**config.mk**
```make
export PLATFORM = sky130hd
export DESIGN_NAME = ctr_access_front
export DESIGN_NICKNAME = d
export VERILOG_FILES = /design/src/rtl/ctr_access_pkg.sv /design/src/rtl/ctr_wr_decode.sv /design/src/rtl/ctr_rd_decode.sv /design/src/rtl/ctr_access_front.sv
export SDC_FILE = /design/constraint.sdc
export NUM_CORES = 1
export LEC_CHECK = 0
export BUFFER_PORTS_ARGS = -buffer_cell sky130_fd_sc_hd__buf_4
export CORE_AREA = 2 2 141 143
export CTS_CLUSTER_SIZE = 16
export DETAILED_ROUTE_END_ITERATION = 8
export DIE_AREA = 0 0 143 145
export SLEW_MARGIN = 20
export SYNTH_ARGS = -nofsm -noshare
export SYNTH_HDL_FRONTEND = slang
export SYNTH_SLANG_ARGS = --single-unit
```
**constraint.sdc**
```tcl
create_clock -name clk -period 1.5 [get_ports clk]
set_input_delay 0.225 -clock clk [delete_from_list [all_inputs] [get_ports clk]]
set_output_delay 0.225 -clock clk [all_outputs]
set_load 0.01 [all_outputs]
```
**src/rtl/ctr_access_pkg.sv**
```systemverilog
// Shared types and helpers for the counter access decoder.
// Assumes counter widths between 33 and 64 bits.
package ctr_access_pkg;

    typedef enum logic [1:0] {
        WK_LEGACY = 2'd0,
        WK_FULL   = 2'd1,
        WK_FIXED  = 2'd2,
        WK_NONE   = 2'd3
    } wr_kind_e;

    // Mask with the low w bits set.
    function automatic logic [63:0] low_ones(input int w);
        if (w >= 64) return '1;
        return (64'd1 << w) - 64'd1;
    endfunction

endpackage

```
**src/rtl/ctr_wr_decode.sv**
```systemverilog
// Write decoder: maps an alias write onto one of the two counter arrays.
// Applies the sign-extension and width rules of each alias and flags
// rejected writes one cycle later. Assumes GP_W > 32 and NUM_W >= select widths.
module ctr_wr_decode
    import ctr_access_pkg::*;
#(
    parameter int NUM_GP   = 4,
    parameter int NUM_FX   = 3,
    parameter int GP_W     = 48,
    parameter int FX_W     = 40,
    parameter int NUM_W    = 4,
    parameter int GP_SEL_W = 2,
    parameter int FX_SEL_W = 2
) (
    input  logic                clk,
    input  logic                rst_n,
    input  logic                wr_en,
    input  logic [1:0]          wr_kind,
    input  logic [NUM_W-1:0]    wr_num,
    input  logic [63:0]         wr_data,
    output logic                gp_we,
    output logic [GP_SEL_W-1:0] gp_wsel,
    output logic [GP_W-1:0]     gp_wval,
    output logic                fx_we,
    output logic [FX_SEL_W-1:0] fx_wsel,
    output logic [FX_W-1:0]     fx_wval,
    output logic                wr_fault
);

    localparam logic [63:0]      GP_HI  = ~low_ones(GP_W);
    localparam logic [NUM_W-1:0] GP_LIM = NUM_W'(NUM_GP);
    localparam logic [NUM_W-1:0] FX_LIM = NUM_W'(NUM_FX);

    wr_kind_e         kind;
    logic             gp_hit;
    logic             fx_hit;
    logic             too_wide;
    logic             flt_now;
    logic [GP_W-1:0]  legacy_val;

    assign kind       = wr_kind_e'(wr_kind);
    assign gp_hit     = wr_num < GP_LIM;
    assign fx_hit     = wr_num < FX_LIM;
    assign too_wide   = |(wr_data & GP_HI);
    assign legacy_val = {{(GP_W-32){wr_data[31]}}, wr_data[31:0]};
    assign gp_wsel    = wr_num[GP_SEL_W-1:0];
    assign fx_wsel    = wr_num[FX_SEL_W-1:0];
    assign fx_wval    = wr_data[FX_W-1:0];

    // Choose the target array, the stored value and the fault per alias.
    always_comb begin
        gp_we   = 1'b0;
        fx_we   = 1'b0;
        flt_now = 1'b0;
        gp_wval = wr_data[GP_W-1:0];
        unique case (kind)
            WK_LEGACY: begin
                gp_wval = legacy_val;
                gp_we   = wr_en & gp_hit;
                flt_now = wr_en & ~gp_hit;
            end
            WK_FULL: begin
                gp_we   = wr_en & gp_hit & ~too_wide;
                flt_now = wr_en & (~gp_hit | too_wide);
            end
            WK_FIXED: begin
                fx_we   = wr_en & fx_hit;
                flt_now = wr_en & ~fx_hit;
            end
            default: begin
                gp_we   = 1'b0;
            end
        endcase
    end

    // Register the write fault so it pulses in the cycle after the access.
    always_ff @(posedge clk) begin
        if (!rst_n) wr_fault <= 1'b0;
        else        wr_fault <= flt_now;
    end

    // an oversize full-width write never reaches the array and faults next cycle.
    p_wide_blocked_r3: assert property (@(posedge clk) disable iff (!rst_n)
        (wr_en && wr_kind == 2'd1 && (wr_data[63:GP_W] != '0)) |-> !gp_we);
    p_wide_fault_r3: assert property (@(posedge clk) disable iff (!rst_n)
        (wr_en && wr_kind == 2'd1 && (wr_data[63:GP_W] != '0)) |=> wr_fault);
    // the two array strobes are exclusive; an idle or no-op write never faults.
    p_one_port_r10: assert property (@(posedge clk) disable iff (!rst_n)
        !(gp_we && fx_we));
    p_idle_quiet_r10: assert property (@(posedge clk) disable iff (!rst_n)
        (!wr_en || wr_kind == 2'd3) |=> !wr_fault);

endmodule

```
**src/rtl/ctr_rd_decode.sv**
```systemverilog
// Read decoder: splits the 32-bit read index into class, number and fast
// flag, drives the array selects and registers the formatted result.
// Assumes the arrays answer combinationally within the same cycle.
module ctr_rd_decode #(
    parameter int NUM_GP   = 4,
    parameter int NUM_FX   = 3,
    parameter int GP_W     = 48,
    parameter int FX_W     = 40,
    parameter int GP_SEL_W = 2,
    parameter int FX_SEL_W = 2
) (
    input  logic                clk,
    input  logic                rst_n,
    input  logic                rd_en,
    input  logic [31:0]         rd_index,
    output logic [GP_SEL_W-1:0] gp_rsel,
    input  logic [GP_W-1:0]     gp_rval,
    output logic [FX_SEL_W-1:0] fx_rsel,
    input  logic [FX_W-1:0]     fx_rval,
    output logic                rd_valid,
    output logic [63:0]         rd_data,
    output logic                rd_fault
);

    localparam logic [29:0] GP_LIM = 30'(NUM_GP);
    localparam logic [29:0] FX_LIM = 30'(NUM_FX);

    logic        fast;
    logic        is_fx;
    logic [29:0] num;
    logic        hit;
    logic [63:0] raw;
    logic [63:0] shaped;

    assign fast    = rd_index[31];
    assign is_fx   = rd_index[30];
    assign num     = rd_index[29:0];
    assign gp_rsel = num[GP_SEL_W-1:0];
    assign fx_rsel = num[FX_SEL_W-1:0];

    // Range check per class, then pick and shape the returned value.
    always_comb begin
        hit = is_fx ? (num < FX_LIM) : (num < GP_LIM);
        raw = is_fx ? 64'(fx_rval) : 64'(gp_rval);
        if (!hit)      shaped = '0;
        else if (fast) shaped = {32'd0, raw[31:0]};
        else           shaped = raw;
    end

    // Register the result with its strobe; data is zero when not valid.
    always_ff @(posedge clk) begin
        if (!rst_n) begin
            rd_valid <= 1'b0;
            rd_data  <= '0;
            rd_fault <= 1'b0;
        end else begin
            rd_valid <= rd_en;
            rd_data  <= rd_en ? shaped : '0;
            rd_fault <= rd_en & ~hit;
        end
    end

    // one result per request, a quiet bus otherwise.
    p_valid_follows_r9: assert property (@(posedge clk) disable iff (!rst_n)
        rd_en |=> rd_valid);
    p_quiet_bus_r9: assert property (@(posedge clk) disable iff (!rst_n)
        !rd_en |=> (!rd_valid && rd_data == '0 && !rd_fault));
    // a fast read never returns upper bits.
    p_fast_upper_r7: assert property (@(posedge clk) disable iff (!rst_n)
        (rd_en && rd_index[31]) |=> (rd_data[63:32] == 32'd0));
    // a faulting read still completes, with zero data.
    p_oob_zero_r8: assert property (@(posedge clk) disable iff (!rst_n)
        rd_fault |-> (rd_valid && rd_data == '0));

endmodule

```
**src/rtl/ctr_access_front.sv**
```systemverilog
// Counter access front end: joins the write decoder and the read decoder
// that share one external counter array. Holds no counter state itself.
module ctr_access_front #(
    parameter int NUM_GP   = 4,
    parameter int NUM_FX   = 3,
    parameter int GP_W     = 48,
    parameter int FX_W     = 40,
    parameter int NUM_W    = 4,
    localparam int GP_SEL_W = (NUM_GP > 1) ? $clog2(NUM_GP) : 1,
    localparam int FX_SEL_W = (NUM_FX > 1) ? $clog2(NUM_FX) : 1
) (
    input  logic                clk,
    input  logic                rst_n,
    input  logic                wr_en,
    input  logic [1:0]          wr_kind,
    input  logic [NUM_W-1:0]    wr_num,
    input  logic [63:0]         wr_data,
    input  logic                rd_en,
    input  logic [31:0]         rd_index,
    output logic                gp_we,
    output logic [GP_SEL_W-1:0] gp_wsel,
    output logic [GP_W-1:0]     gp_wval,
    output logic                fx_we,
    output logic [FX_SEL_W-1:0] fx_wsel,
    output logic [FX_W-1:0]     fx_wval,
    output logic [GP_SEL_W-1:0] gp_rsel,
    input  logic [GP_W-1:0]     gp_rval,
    output logic [FX_SEL_W-1:0] fx_rsel,
    input  logic [FX_W-1:0]     fx_rval,
    output logic                wr_fault,
    output logic                rd_valid,
    output logic [63:0]         rd_data,
    output logic                rd_fault
);

    ctr_wr_decode #(
        .NUM_GP(NUM_GP), .NUM_FX(NUM_FX), .GP_W(GP_W), .FX_W(FX_W),
        .NUM_W(NUM_W), .GP_SEL_W(GP_SEL_W), .FX_SEL_W(FX_SEL_W)
    ) u_wr (
        .clk(clk), .rst_n(rst_n), .wr_en(wr_en), .wr_kind(wr_kind),
        .wr_num(wr_num), .wr_data(wr_data),
        .gp_we(gp_we), .gp_wsel(gp_wsel), .gp_wval(gp_wval),
        .fx_we(fx_we), .fx_wsel(fx_wsel), .fx_wval(fx_wval),
        .wr_fault(wr_fault)
    );

    ctr_rd_decode #(
        .NUM_GP(NUM_GP), .NUM_FX(NUM_FX), .GP_W(GP_W), .FX_W(FX_W),
        .GP_SEL_W(GP_SEL_W), .FX_SEL_W(FX_SEL_W)
    ) u_rd (
        .clk(clk), .rst_n(rst_n), .rd_en(rd_en), .rd_index(rd_index),
        .gp_rsel(gp_rsel), .gp_rval(gp_rval),
        .fx_rsel(fx_rsel), .fx_rval(fx_rval),
        .rd_valid(rd_valid), .rd_data(rd_data), .rd_fault(rd_fault)
    );

endmodule

```
==> flow_metrics.tcl <==
set metrics [dict create \
    path_cells "buf_6, nor4_2, nand4_1, buf_4, or3_4, clkbuf_16, nor2_1" \
    clkSinkCount 51 \
    fillers 2097 \
    multiInputGateArea_um2 1110 \
    grtUsageTotal 0.107 \
    synth_top_area_share 0.358 \
    hpwl_um 10200 \
    cts_buffer_depth 2 \
    crit_slowest_cell "or3_4" \
    critPathTopFamily "simple AND/OR/NAND/NOR gates" \
    grt.overflow.total 0 \
    hold_buffers 0 \
    hold_depth 2 \
    numCtsBuffers 5 \
    start_util 0.149 \
    wl_um 12100 \
    setup_viol 0 \
    holdCritPathClass "in2reg" \
    leakage_nw 2.39 \
    ys.warnings.count 0 \
    power_w 0.00345 \
    setup.worst_path.end_class "flop" \
    power.net_switching_w 0.000853 \
    drive_above_1_share 0.589 \
    maxCapViolations 0 \
    yosysSeqAreaShare 0.358 \
    rsz0062_at_grt "yes" \
    post-cts-setup-buffers 0 \
    path_depth 7 \
    clock_power_share 0.395 \
    post_drt_via_cell_ratio 3.51 \
    wire_per_inst_um 15.9 \
    fin_nets 696 \
    areaGrowthSynthToFinish_pct 66.1 \
    period_minus_slack_ns 1.47 \
    ir_drop_v 0.000311 \
    outcome "completed" \
    powerDensity_nw_per_um2 728 \
    gp_congestion 0.799 \
    num_vias 2684 \
    cp_data_arrival_time_ns 1.71 \
    required_ns 1.74 \
    synth_cell_types 24 \
    power_frac_seq 0.394 \
    antenna_found_initial 0 \
    worstSetupPathType "in2reg" \
    crit_fanout 16 \
    cts_max_level 2 \
    synth_area_leaders "dfxtp_1 36%, buf_4 25%, mux2i_1 14%" \
    core_area_um2 19200 \
    drtAntennaViolNets 0 \
    p_comb_frac 0.211 \
    ys_ff_latch 51 \
    grt_max_degree 37 \
    max_stage_delay_ns 0.40 \
    diodes 0 \
    final_hold_viol_count 0 \
    grt_first_pass_wirelength_um 16100 \
    intPower_w 0.00260 \
    start_kind "input pin" \
    detail_route.first_pass.iterations 4 \
    cts-root-buf "clkbuf_16" \
    numPortBuffers 249 \
    fin_cells 764 \
    ios 359 \
    die_area_um2 20700 \
    fmax_ghz 0.680 \
    fin_crit_sh 0.981 \
    crit_buf_inv 3 \
    die-height_um 145 \
    die_w_um 143 \
    syn_area_um2 2850 \
    cts_tree "done" \
    slew_viol_final 0 \
    yosysTopAreaCell "dfxtp_1" \
    placed_cells 756 \
    rows 51 \
    grt_pass1_vias 2614 \
    final-seq-area_um2 1020 \
    drt-initial-drc-count 41 \
    fin_setup_tns_ns 0 \
    p_sw_frac 0.247 \
    syn_inst 325 \
    drc 0 \
    path_clk_slew_ns 0.07 \
    syn_area_per_cell_um2 8.78 \
]
==> cell families (layout without fill, tap and decap cells) <==
| family | after synthesis | after routing | synth area share |
|---|---|---|---|
| buffers and inverters | 128 | 287 | 0.306 |
| AND/OR/NAND/NOR | 81 | 81 | 0.140 |
| flip-flops | 51 | 51 | 0.358 |
| multiplexers | 40 | 40 | 0.140 |
| AO/OA/AOI/OAI | 20 | 20 | 0.0368 |
| adder cells (fa/ha/maj) | 4 | 4 | 0.0175 |
| other | 1 | 16 | 0.00131 |
==> placed cells by master, fill, tap and decap left out, types with 8 or more instances in the layout <==
master,instances
and2_1,8
inv_1,20
nand2_1,8
conb_1,16
dfxtp_1,51
mux2i_1,40
nor2_1,26
buf_4,248
nor2_2,17
o21ai_0,13
==> per-layer routing <==
layer / routed length, um / share of wire / global-route usage / vias to the layer above
li1: - / - / - / 1277
met4: 355 / 0.029 / 0.0371 / 0
met3: 1710 / 0.14 / 0.0564 / 23
met1: 3990 / 0.33 / 0.0992 / 1173
met2: 6060 / 0.50 / 0.195 / 211
met5: 0 / 0 / 0 / -
==> worst paths after layout <==
check	startpoint	end	slack [ns]
worst max-delay path	rd_index[6]	u_rd.rd_data[14]	0.03
worst min-delay path	gp_rval[47]	u_rd.rd_data[47]	0.12
==> cells in the mapped netlist <==
cell,count
inv_1,20
dfxtp_1,51
nor3_1,1
o21ai_0,17
buf_1,2
nor2_2,11
a21oi_1,1
nand2_1,8
or4_1,1
o22ai_1,1
nor2_1,33
nand4_1,3
or3_1,2
ha_1,4
mux2i_1,40
nor4_1,11
buf_2,1
clkbuf_1,5
buf_4,96
conb_1,1
nand3_1,3
buf_6,4
a211o_1,1
and2_1,8
==> timing repair <==
action                                  in CTS  in global routing
resized for setup                           18                 15
endpoints found under the hold margin        0                  0
endpoints found under the setup margin      28                 53
gates cloned                                 0                  1
pin swaps                                    9                  6
==> cell type report <==
class	count	area share
Inverter	20	0.0158
Tap cell	265	0.0700
Clock inverter	3	0.0100
Sequential cell	51	0.215
Timing Repair Buffer	259	0.427
Multi-Input combinational cell	161	0.235
Clock buffer	5	0.0264
==> stage by stage <==
step	setup slack, ns	utilization	hold WS (ns)	instance area, um2
global placement	-0.449	0.230	0.426	4430
floorplan	0.0668	-	0.347	2910
detailed placement	-0.389	0.230	0.429	4430
global route	-0.0276	0.247	0.109	4740
CTS	0.0115	0.243	0.111	4660
finish	0.0288	0.247	0.123	4740
==> flip-flops by register name (all words and copies together), names as in the netlist <==
signal / cells
u_rd.rd_fault: 1
u_wr.wr_fault: 1
u_rd.rd_valid: 1
u_rd.rd_data: 48
==> power groups by stage <==
stage	Sequential, W	Clock (W)	Combinational [W]
after floorplan	0.00139	0	0.000440
after global placement	0.00139	0	0.000703
after detailed placement	0.00139	0	0.000706
after CTS	0.00136	0.00142	0.000721
after global routing	0.00136	0.00148	0.000785
final	0.00136	0.00136	0.000730
(Power assumes the default switching activity.)
